===== config.mk =====
export PLATFORM = sky130hd
export DESIGN_NAME = lsh_classifier
export DESIGN_NICKNAME = d
export VERILOG_FILES = /design/src/rtl/lsh_pkg.sv /design/src/rtl/lsh_history.sv /design/src/rtl/lsh_pair_scan.sv /design/src/rtl/lsh_classifier.sv
export SDC_FILE = /design/constraint.sdc
export NUM_CORES = 1
export LEC_CHECK = 0
export ABC_AREA = 1
export BUFFER_PORTS_ARGS = -buffer_cell sky130_fd_sc_hd__buf_2
export CAP_MARGIN = 30
export CORE_MARGIN = 2
export CORE_UTILIZATION = 25
export DETAILED_ROUTE_END_ITERATION = 6
export GPL_TIMING_DRIVEN = 0
export PLACE_DENSITY = 0.35
export SLEW_MARGIN = 20
export SYNTH_ARGS = -nofsm -noshare
export SYNTH_HDL_FRONTEND = slang
export SYNTH_SLANG_ARGS = --single-unit

===== constraint.sdc =====
create_clock -name clk_i -period 5 [get_ports clk_i]
set_clock_uncertainty 0.15 [all_clocks]
set_input_delay 1 -clock clk_i [delete_from_list [all_inputs] [get_ports clk_i]]
set_output_delay 1 -clock clk_i [all_outputs]
set_load 0.05 [all_outputs]

===== src/rtl/lsh_pkg.sv =====
package lsh_pkg;
  localparam int unsigned CODE_W = 8;
  localparam logic [CODE_W-1:0] CODE_EMPTY   = 8'hFF;
  localparam logic [CODE_W-1:0] CODE_L0      = 8'h10;
  localparam logic [CODE_W-1:0] CODE_COMPLY  = 8'h07;
  localparam logic [CODE_W-1:0] CODE_RECOV   = 8'h2A;
  localparam logic [CODE_W-1:0] CODE_LANE    = 8'h06;
  localparam logic [CODE_W-1:0] CODE_SPD_A   = 8'h09;
  localparam logic [CODE_W-1:0] CODE_SPD_B   = 8'h0B;
  localparam logic [CODE_W-1:0] CODE_RX_MAX  = 8'h04;

  typedef enum logic [1:0] {
    VERD_FAIL   = 2'd0,
    VERD_COMPLY = 2'd1,
    VERD_BROKEN = 2'd2,
    VERD_SPEED  = 2'd3
  } verdict_e;
endpackage


===== src/rtl/lsh_history.sv =====
module lsh_history
  import lsh_pkg::*;
#(
  parameter int unsigned DEPTH = 16
) (
  input  logic                          clk_i,
  input  logic                          rst_ni,
  input  logic                          clear_i,
  input  logic [CODE_W-1:0]             code_i,
  output logic [DEPTH-1:0][CODE_W-1:0]  hist_o
);
  logic [DEPTH-1:0][CODE_W-1:0] hist_q;
  logic                         push;

  assign push   = !clear_i && (code_i != hist_q[0]);
  assign hist_o = hist_q;

  always_ff @(posedge clk_i or negedge rst_ni) begin
    if (!rst_ni) begin
      hist_q <= {DEPTH{CODE_EMPTY}};
    end else if (clear_i) begin
      hist_q <= {DEPTH{CODE_EMPTY}};
    end else if (push) begin
      hist_q <= {hist_q[DEPTH-2:0], code_i};
    end
  end

  // a clear leaves the newest and oldest slots empty
  a_r1_clear_empties: assert property (@(posedge clk_i) disable iff (!rst_ni)
    clear_i |=> (hist_q[0] == CODE_EMPTY) && (hist_q[DEPTH-1] == CODE_EMPTY));

  // a changed code enters slot 0 and the old newest moves to slot 1
  a_r2_push_shifts: assert property (@(posedge clk_i) disable iff (!rst_ni)
    (!clear_i && code_i != hist_q[0]) |=>
      (hist_q[0] == $past(code_i)) && (hist_q[1] == $past(hist_q[0])) && (hist_q[0] != hist_q[1]));

  // a repeated code leaves the history untouched
  a_r2_repeat_holds: assert property (@(posedge clk_i) disable iff (!rst_ni)
    (!clear_i && code_i == hist_q[0]) |=> $stable(hist_q));
endmodule


===== src/rtl/lsh_pair_scan.sv =====
module lsh_pair_scan
  import lsh_pkg::*;
#(
  parameter int unsigned       DEPTH  = 16,
  parameter logic [CODE_W-1:0] NEWER  = CODE_RECOV,
  parameter logic [CODE_W-1:0] OLDER  = CODE_LANE
) (
  input  logic [DEPTH-1:0][CODE_W-1:0] hist_i,
  output logic                         hit_o
);
  localparam int unsigned NPAIR = DEPTH - 1;
  logic [NPAIR-1:0] pair_hit;

  for (genvar k = 0; k < NPAIR; k++) begin : g_pair
    assign pair_hit[k] = (hist_i[k] == NEWER) && (hist_i[k+1] == OLDER);
  end

  assign hit_o = |pair_hit;
endmodule


===== src/rtl/lsh_classifier.sv =====
module lsh_classifier
  import lsh_pkg::*;
#(
  parameter int unsigned DEPTH = 16
) (
  input  logic              clk_i,
  input  logic              rst_ni,
  input  logic              clear_i,
  input  logic [CODE_W-1:0] code_i,
  input  logic              classify_i,
  output logic              valid_o,
  output logic [1:0]        verdict_o,
  output logic              l0_o,
  output logic              rx_detect_o
);
  logic [DEPTH-1:0][CODE_W-1:0] hist;
  logic [CODE_W-1:0]            newest;
  logic                         hit_lane, hit_spd_a, hit_spd_b;
  verdict_e                     verdict_d, verdict_q;
  logic                         valid_q;

  lsh_history #(.DEPTH(DEPTH)) i_history (
    .clk_i   (clk_i),
    .rst_ni  (rst_ni),
    .clear_i (clear_i),
    .code_i  (code_i),
    .hist_o  (hist)
  );

  lsh_pair_scan #(.DEPTH(DEPTH), .NEWER(CODE_RECOV), .OLDER(CODE_LANE)) i_scan_lane (
    .hist_i (hist), .hit_o (hit_lane)
  );
  lsh_pair_scan #(.DEPTH(DEPTH), .NEWER(CODE_RECOV), .OLDER(CODE_SPD_A)) i_scan_spd_a (
    .hist_i (hist), .hit_o (hit_spd_a)
  );
  lsh_pair_scan #(.DEPTH(DEPTH), .NEWER(CODE_RECOV), .OLDER(CODE_SPD_B)) i_scan_spd_b (
    .hist_i (hist), .hit_o (hit_spd_b)
  );

  assign newest = hist[0];

  always_comb begin
    if (newest == CODE_COMPLY)          verdict_d = VERD_COMPLY;
    else if (hit_lane)                  verdict_d = VERD_BROKEN;
    else if (hit_spd_a || hit_spd_b)    verdict_d = VERD_SPEED;
    else                                verdict_d = VERD_FAIL;
  end

  always_ff @(posedge clk_i or negedge rst_ni) begin
    if (!rst_ni) begin
      valid_q   <= 1'b0;
      verdict_q <= VERD_FAIL;
    end else begin
      valid_q <= classify_i;
      if (classify_i) verdict_q <= verdict_d;
    end
  end

  assign valid_o     = valid_q;
  assign verdict_o   = verdict_q;
  assign l0_o        = (newest == CODE_L0);
  assign rx_detect_o = (newest > CODE_RX_MAX) && (newest != CODE_EMPTY);

  // one strobe per request cycle, none otherwise
  a_r4_valid_follows: assert property (@(posedge clk_i) disable iff (!rst_ni)
    classify_i |=> valid_o);
  a_r4_no_spurious_valid: assert property (@(posedge clk_i) disable iff (!rst_ni)
    !classify_i |=> !valid_o);

  // compliance wins over every pair match
  a_r5_comply_priority: assert property (@(posedge clk_i) disable iff (!rst_ni)
    (classify_i && newest == CODE_COMPLY) |=> (verdict_o == 2'd1));

  // a lane-pair hit without compliance gives broken lane
  a_r6_lane_verdict: assert property (@(posedge clk_i) disable iff (!rst_ni)
    (classify_i && newest != CODE_COMPLY && hit_lane) |=> (verdict_o == 2'd2));
endmodule


**After elaboration in Yosys (flattened, before gate mapping)**

Cells that the tools add are included.

- Bits in registers: 131
- Output and inout bits: 5
- Word-level logic and storage cells: 141

- $lt $le $gt $ge: 1
- Eq/ne operators: 64
- Multiplexer cells: 5
- Reduce and logical (&&, ||, !) cells: 53

Operators by type and width:

| cell | count |
|---|---|
| two-way mux 128 bit | 2 |
| == test 8 x 4 -> 1 bit (second input constant) | 30 |
| == test 8 x 3 -> 1 bit (second input constant) | 16 |
| == test 8 x 6 -> 1 bit (second input constant) | 15 |
| logical AND 1 bit | 47 |
| OR reduction 15 bit | 3 |
| == test 8 x 5 -> 1 bit (second input constant) | 1 |
| > comparator 8 x 3 -> 1 bit (second input constant) | 1 |
| != test 8 bit | 1 |
| != test 8 bit (second input constant) | 1 |
| two-way mux 2 bit | 3 |
| nonzero test 2 bit | 1 |
| logical NOT 1 bit | 1 |
| logical OR 1 bit | 1 |

**Depth between registers and ports, before layout**

- Depth in word-level cells: 7
- Depth in mapped cells: 12
- Mapped depth without buffers: 12

**Hierarchy**

A second synthesis with hierarchy kept.

- Cell total of the unflattened synthesis: 1585
- Area total of the unflattened synthesis: 9500.4 sq um

Modules (own cells, without submodules):

| module | instances | cells an instance | area an instance (sq um) | sequential area each (sq um) |
|---|---|---|---|---|
| lsh_history | 1 | 709 | 6038.3 | 3363.2 |
| lsh_pair_scan at i_scan_lane ... | 2 | 285 | 1094.8 | 0.0 |
| lsh_pair_scan at i_scan_spd_b | 1 | 270 | 1052.3 | 0.0 |
| lsh_classifier | 1 | 36 | 220.2 | 75.1 |

**Least setup slack after synthesis**

Ideal clock, no wire load.

- Kind: register to output
- Start point: reg i_history.hist_q (netlist bit i_history.hist_o[4])
- End point: out l0_o
- Arrival time: 1267 ps
- Path slack: 2583 ps
- Stages on the path, launching flop included: 3
- Path through: dfstp_2 nand3_1 nor2_1

- Cells in the longest elaborated chain, start to end: 1

RTL lines:

| item | line | RTL |
|---|---|---|
| start: declaration | lsh_history.sv:12 | `logic [DEPTH-1:0][CODE_W-1:0] hist_q;` |
| start signal: assignment | lsh_history.sv:20 | `hist_q <= {DEPTH{CODE_EMPTY}};` |
| start signal: assignment | lsh_history.sv:22 | `hist_q <= {DEPTH{CODE_EMPTY}};` |
| start signal: assignment | lsh_history.sv:24 | `hist_q <= {hist_q[DEPTH-2:0], code_i};` |
| == test 8 x 5 -> 1 bit | lsh_classifier.sv:61 | `assign l0_o = (newest == CODE_L0);` |
| end: declaration | lsh_classifier.sv:13 | `output logic l0_o,` |

Every way passes these cells.

**Final worst setup path**

- Start point: reg i_history.hist_q (netlist bit i_history.hist_o[1])
- End point: out rx_detect_o

- Cells in the longest elaborated chain, start to end: 2

RTL lines:

| item | line | RTL |
|---|---|---|
| > comparator 8 x 3 -> 1 bit or != test 8 bit (tied branches) | lsh_classifier.sv:62 | `assign rx_detect_o = (newest > CODE_RX_MAX) && (newest != CODE_EMPTY);` |
| logical AND 1 bit (*) | lsh_classifier.sv:62 |  |
| end: declaration | lsh_classifier.sv:14 | `output logic rx_detect_o` |

Mark *: on every way between the ends. The rest lies on a longest branch, timed or not.

==> load_flow_metrics.sql <==
INSERT INTO impl_metrics (metric_group, metric, value, unit) VALUES
('timing', 'tns', '0', 'ns'),
('logic_synthesis', 'yosys-top-cells-area', 'dfstp_2 45%, nand2_1 14%, nand4_1 11%', ''),
('global_route', 'grt_busiest_layer', 'met2', ''),
('die', 'die_area', '0.0311', 'mm²'),
('logic_synthesis', 'post_synth_instance_area', '0.00741', 'mm²'),
('logic_synthesis', 'yosysWarnings', '0', ''),
('clocking', 'cts.path.max_buffers', '2', ''),
('placed_design', 'port_buffer_cells', '15', ''),
('timing', 'setup_violations', '0', ''),
('global_route', 'first_pass_grt_wire_length', '38800', 'µm'),
('timing', 'rsz_0062_raised_after_global_routing', 'no', ''),
('logic_synthesis', 'postSynthRegisterBits', '131', ''),
('die', 'die_boundary_height', '176', 'µm'),
('route', 'vias', '6740', ''),
('logic_synthesis', 'post-synth-top-area-fraction', '0.454', ''),
('finish', 'design.final.nets', '1061', ''),
('setup_path', 'timing.critical_path.from_type', 'flop', ''),
('die', 'horizontal_die_dimension', '176', 'µm'),
('setup_path', 'worstPathRequired', '3.85', 'ns'),
('global_route', 'overall_global_routing_resource_usage', '0.161', ''),
('setup_path', 'cp_max_fo', '6', ''),
('route', 'drt-pass1-iter-count', '5', ''),
('finish', 'synth_to_layout_area_growth', '16.4', '%'),
('finish', 'drive_above_1_share', '0.202', ''),
('finish', 'antenna_cell_count', '0', ''),
('timing', 'timing.max_slew.rel_slack', '0.425', ''),
('die', 'core.rowCount', '63', ''),
('clocking', 'post-cts-setup-buffers', '0', ''),
('global_route', 'globalRouteMet2Util', '0.257', ''),
('setup_path', 'worst_setup_end_kind', 'primary output', ''),
('logic_synthesis', 'post_synth_inst_count', '1014', ''),
('clocking', 'clock_buffers_created_by_tritoncts', '17', ''),
('finish', 'finish.utilization', '0.293', ''),
('clocking', 'source_to_sink_clock_delay_at_the_later_pin_of_the_worst_skew_pair', '0.43', 'ns'),
('logic_synthesis', 'mappedNetlistNets', '1026', ''),
('timing', 'report.final.hold_viol_count', '0', ''),
('die', 'initial_core_util', '0.252', ''),
('timing', 'final_max_slew_viol_count', '0', ''),
('global_route', 'grt.overflow.total', '0', ''),
('power', 'max-vdd-ir-drop', '0.250', 'mV'),
('placed_design', 'dp.final_hpwl', '16300', 'µm'),
('timing', 'post-route-period-util', '0.574', ''),
('logic_synthesis', 'syn_avg_cell_area', '7.31', 'µm²'),
('die', 'floorplan.core_area', '0.0294', 'mm²'),
('setup_path', 'timing.critical_path.arrival', '1.72', 'ns'),
('clocking', 'root_buffer', 'clkbuf_16', ''),
('clocking', 'tritoncts', 'done', ''),
('clocking', 'cts_repair_resize_count', '0', ''),
('clocking', 'clk_transition_reported_paths', '0.06', 'ns'),
('global_route', 'first_global_vias', '6909', ''),
('route', 'final_antenna_net_count', '0', ''),
('route', 'drt-initial-drc-count', '351', ''),
('route', 'post-route-drc-count', '0', ''),
('power', 'power.density', '306', 'mW/mm²'),
('setup_path', 'criticalPathCategory', 'flop to primary output', ''),
('clocking', 'ctsHtreeMaxLevel', '4', ''),
('global_route', 'grt_use_met1', '0.226', ''),
('die', 'top_level_ports', '17', ''),
('logic_synthesis', 'yosysUniqueCellTypes', '21', ''),
('logic_synthesis', 'synthDominantAreaCellType', 'dfstp_2', ''),
('finish', 'filler_cell_count', '3231', ''),
('global_route', 'groute.layer.met3.usage', '0.0280', ''),
('logic_synthesis', 'synth-seq-area-share', '0.464', ''),
('timing', 'max_freq', '348', 'MHz'),
('route', 'detail_route.wirelength', '23400', 'µm'),
('route', 'viasPerCell', '4.64', ''),
('status', 'status', 'finished, final reports clean', ''),
('clocking', 'tritoncts_num_sinks', '131', ''),
('global_route', 'grt_start_max_net_pins', '84', ''),
('route', 'route.detailed.wl_per_inst', '16.1', 'µm'),
('global_route', 'antenna_found_initial', '0', ''),
('placed_design', 'gp_routability_congestion', '0.721', ''),
('power', 'static-leakage-power', '0.00354', 'µW'),
('job', 'max_cap_viol_count', '0', ''),
('timing', 'min_period', '2.87', 'ns'),
('timing', 'worst_slew_pin_slew', '0.862', 'ns'),
('clocking', 'hold_fix_buffer_count_after_cts', '0', ''),
('hold_path', 'holdCritPathClass', 'flop to flop', '');
power by group:
group / internal (µW) / total [µW] / switching [µW]
logic: 39.8 / 186 / 147
clock network: 812 / 1330 / 518
registers: 1100 / 1120 / 24.1
total: 1950 / 2640 / 689
cell type report:
cell class                      instances  area [µm²]  share of cell area
Sequential cell                       131        3440               0.399
Clock inverter                         12         155              0.0180
Inverter                               81         304              0.0352
Buffer                                 66         289              0.0335
Tap cell                              390         488              0.0566
Multi-Input combinational cell        736        3380               0.392
Clock buffer                           20         457              0.0529
Timing Repair Buffer                   16         113              0.0131
cells in the mapped netlist:
master     count
a2111oi_4      1
a21oi_1        3
and2_1         3
buf_2         33
clkbuf_1      33
dfrtp_1        3
dfstp_2      128
inv_1         81
nand2_1      268
nand3_1       28
nand3b_1       2
nand4_1      132
nor2_1       160
nor3_1         4
nor4_2         1
o21ai_0      103
o21ai_1       19
o22ai_1        1
o32a_1         1
or2_2          5
xor2_1         5
state kept, by name, summed over array words and instances, names as in the netlist:
| name | count |
|---|---|
| i_history.hist_o | 128 |
| valid_o | 1 |
| verdict_o | 2 |
cell usage in the layout (no fill, tap or decap), types with 17 or more instances in the layout:
master and count:
buf_2 47, clkbuf_1 34, clkbuf_16 17, dfstp_2 128, inv_1 81, nand2_1 268
nand3_1 28, nand4_1 132, nor2_1 160, o21ai_0 103, o21ai_1 19
cell families after synthesis:
logic type,after synthesis,share of synthesized area
DFF,131,0.464
AOI/OAI and AO/OA,128,0.0903
xor gates and xnor gates,5,0.00591
buffers and inverters,147,0.0800
and+or+nand+nor,603,0.360
through the flow:
stage / std cells / total power, µW / cell area, µm² / hold WS (ns) / setup slack (ns)
3_3_place_gp: 1419 / 1320 / 7980 / 0.313 / 0.690
4_1_cts: 1452 / 2690 / 8630 / 0.343 / 2.11
5_1_grt: 1452 / 2750 / 8630 / 0.367 / 2.02
2_1_floorplan: 1014 / 1230 / 7410 / 0.318 / 2.58
6_report: 1452 / 2640 / 8630 / 0.331 / 2.13
3_5_place_dp: 1420 / 1330 / 8020 / 0.329 / 1.83
worst max-delay path: stages (launching register included):
cell and delay (ns):
dfstp_2 0.61, nand2_1 0.10, o32a_1 0.36, buf_2 0.22
per-layer routing:
metal  vias up  share of wire
li1       3461              -
met1      3205           0.50
met2        64           0.47
met3        10          0.022
met4         0         0.0079
met5         -              0
path summary, 6_finish.rpt:
path	startpoint	end	slack (ns)	cells past startpoint
hold / removal	verdict_o[1]	verdict_o[1]	0.33	2
min in group asynchronous	rst_ni	i_history.hist_o[80]	0.63	1
hold reg to reg	verdict_o[1]	verdict_o[1]	0.33	2
setup reg to reg	i_history.hist_o[5]	i_history.hist_o[27]	2.55	7
max in group asynchronous	rst_ni	i_history.hist_o[34]	3.58	2
setup / recovery	i_history.hist_o[1]	rx_detect_o	2.13	3
Power figures use the tool's default switching activity.
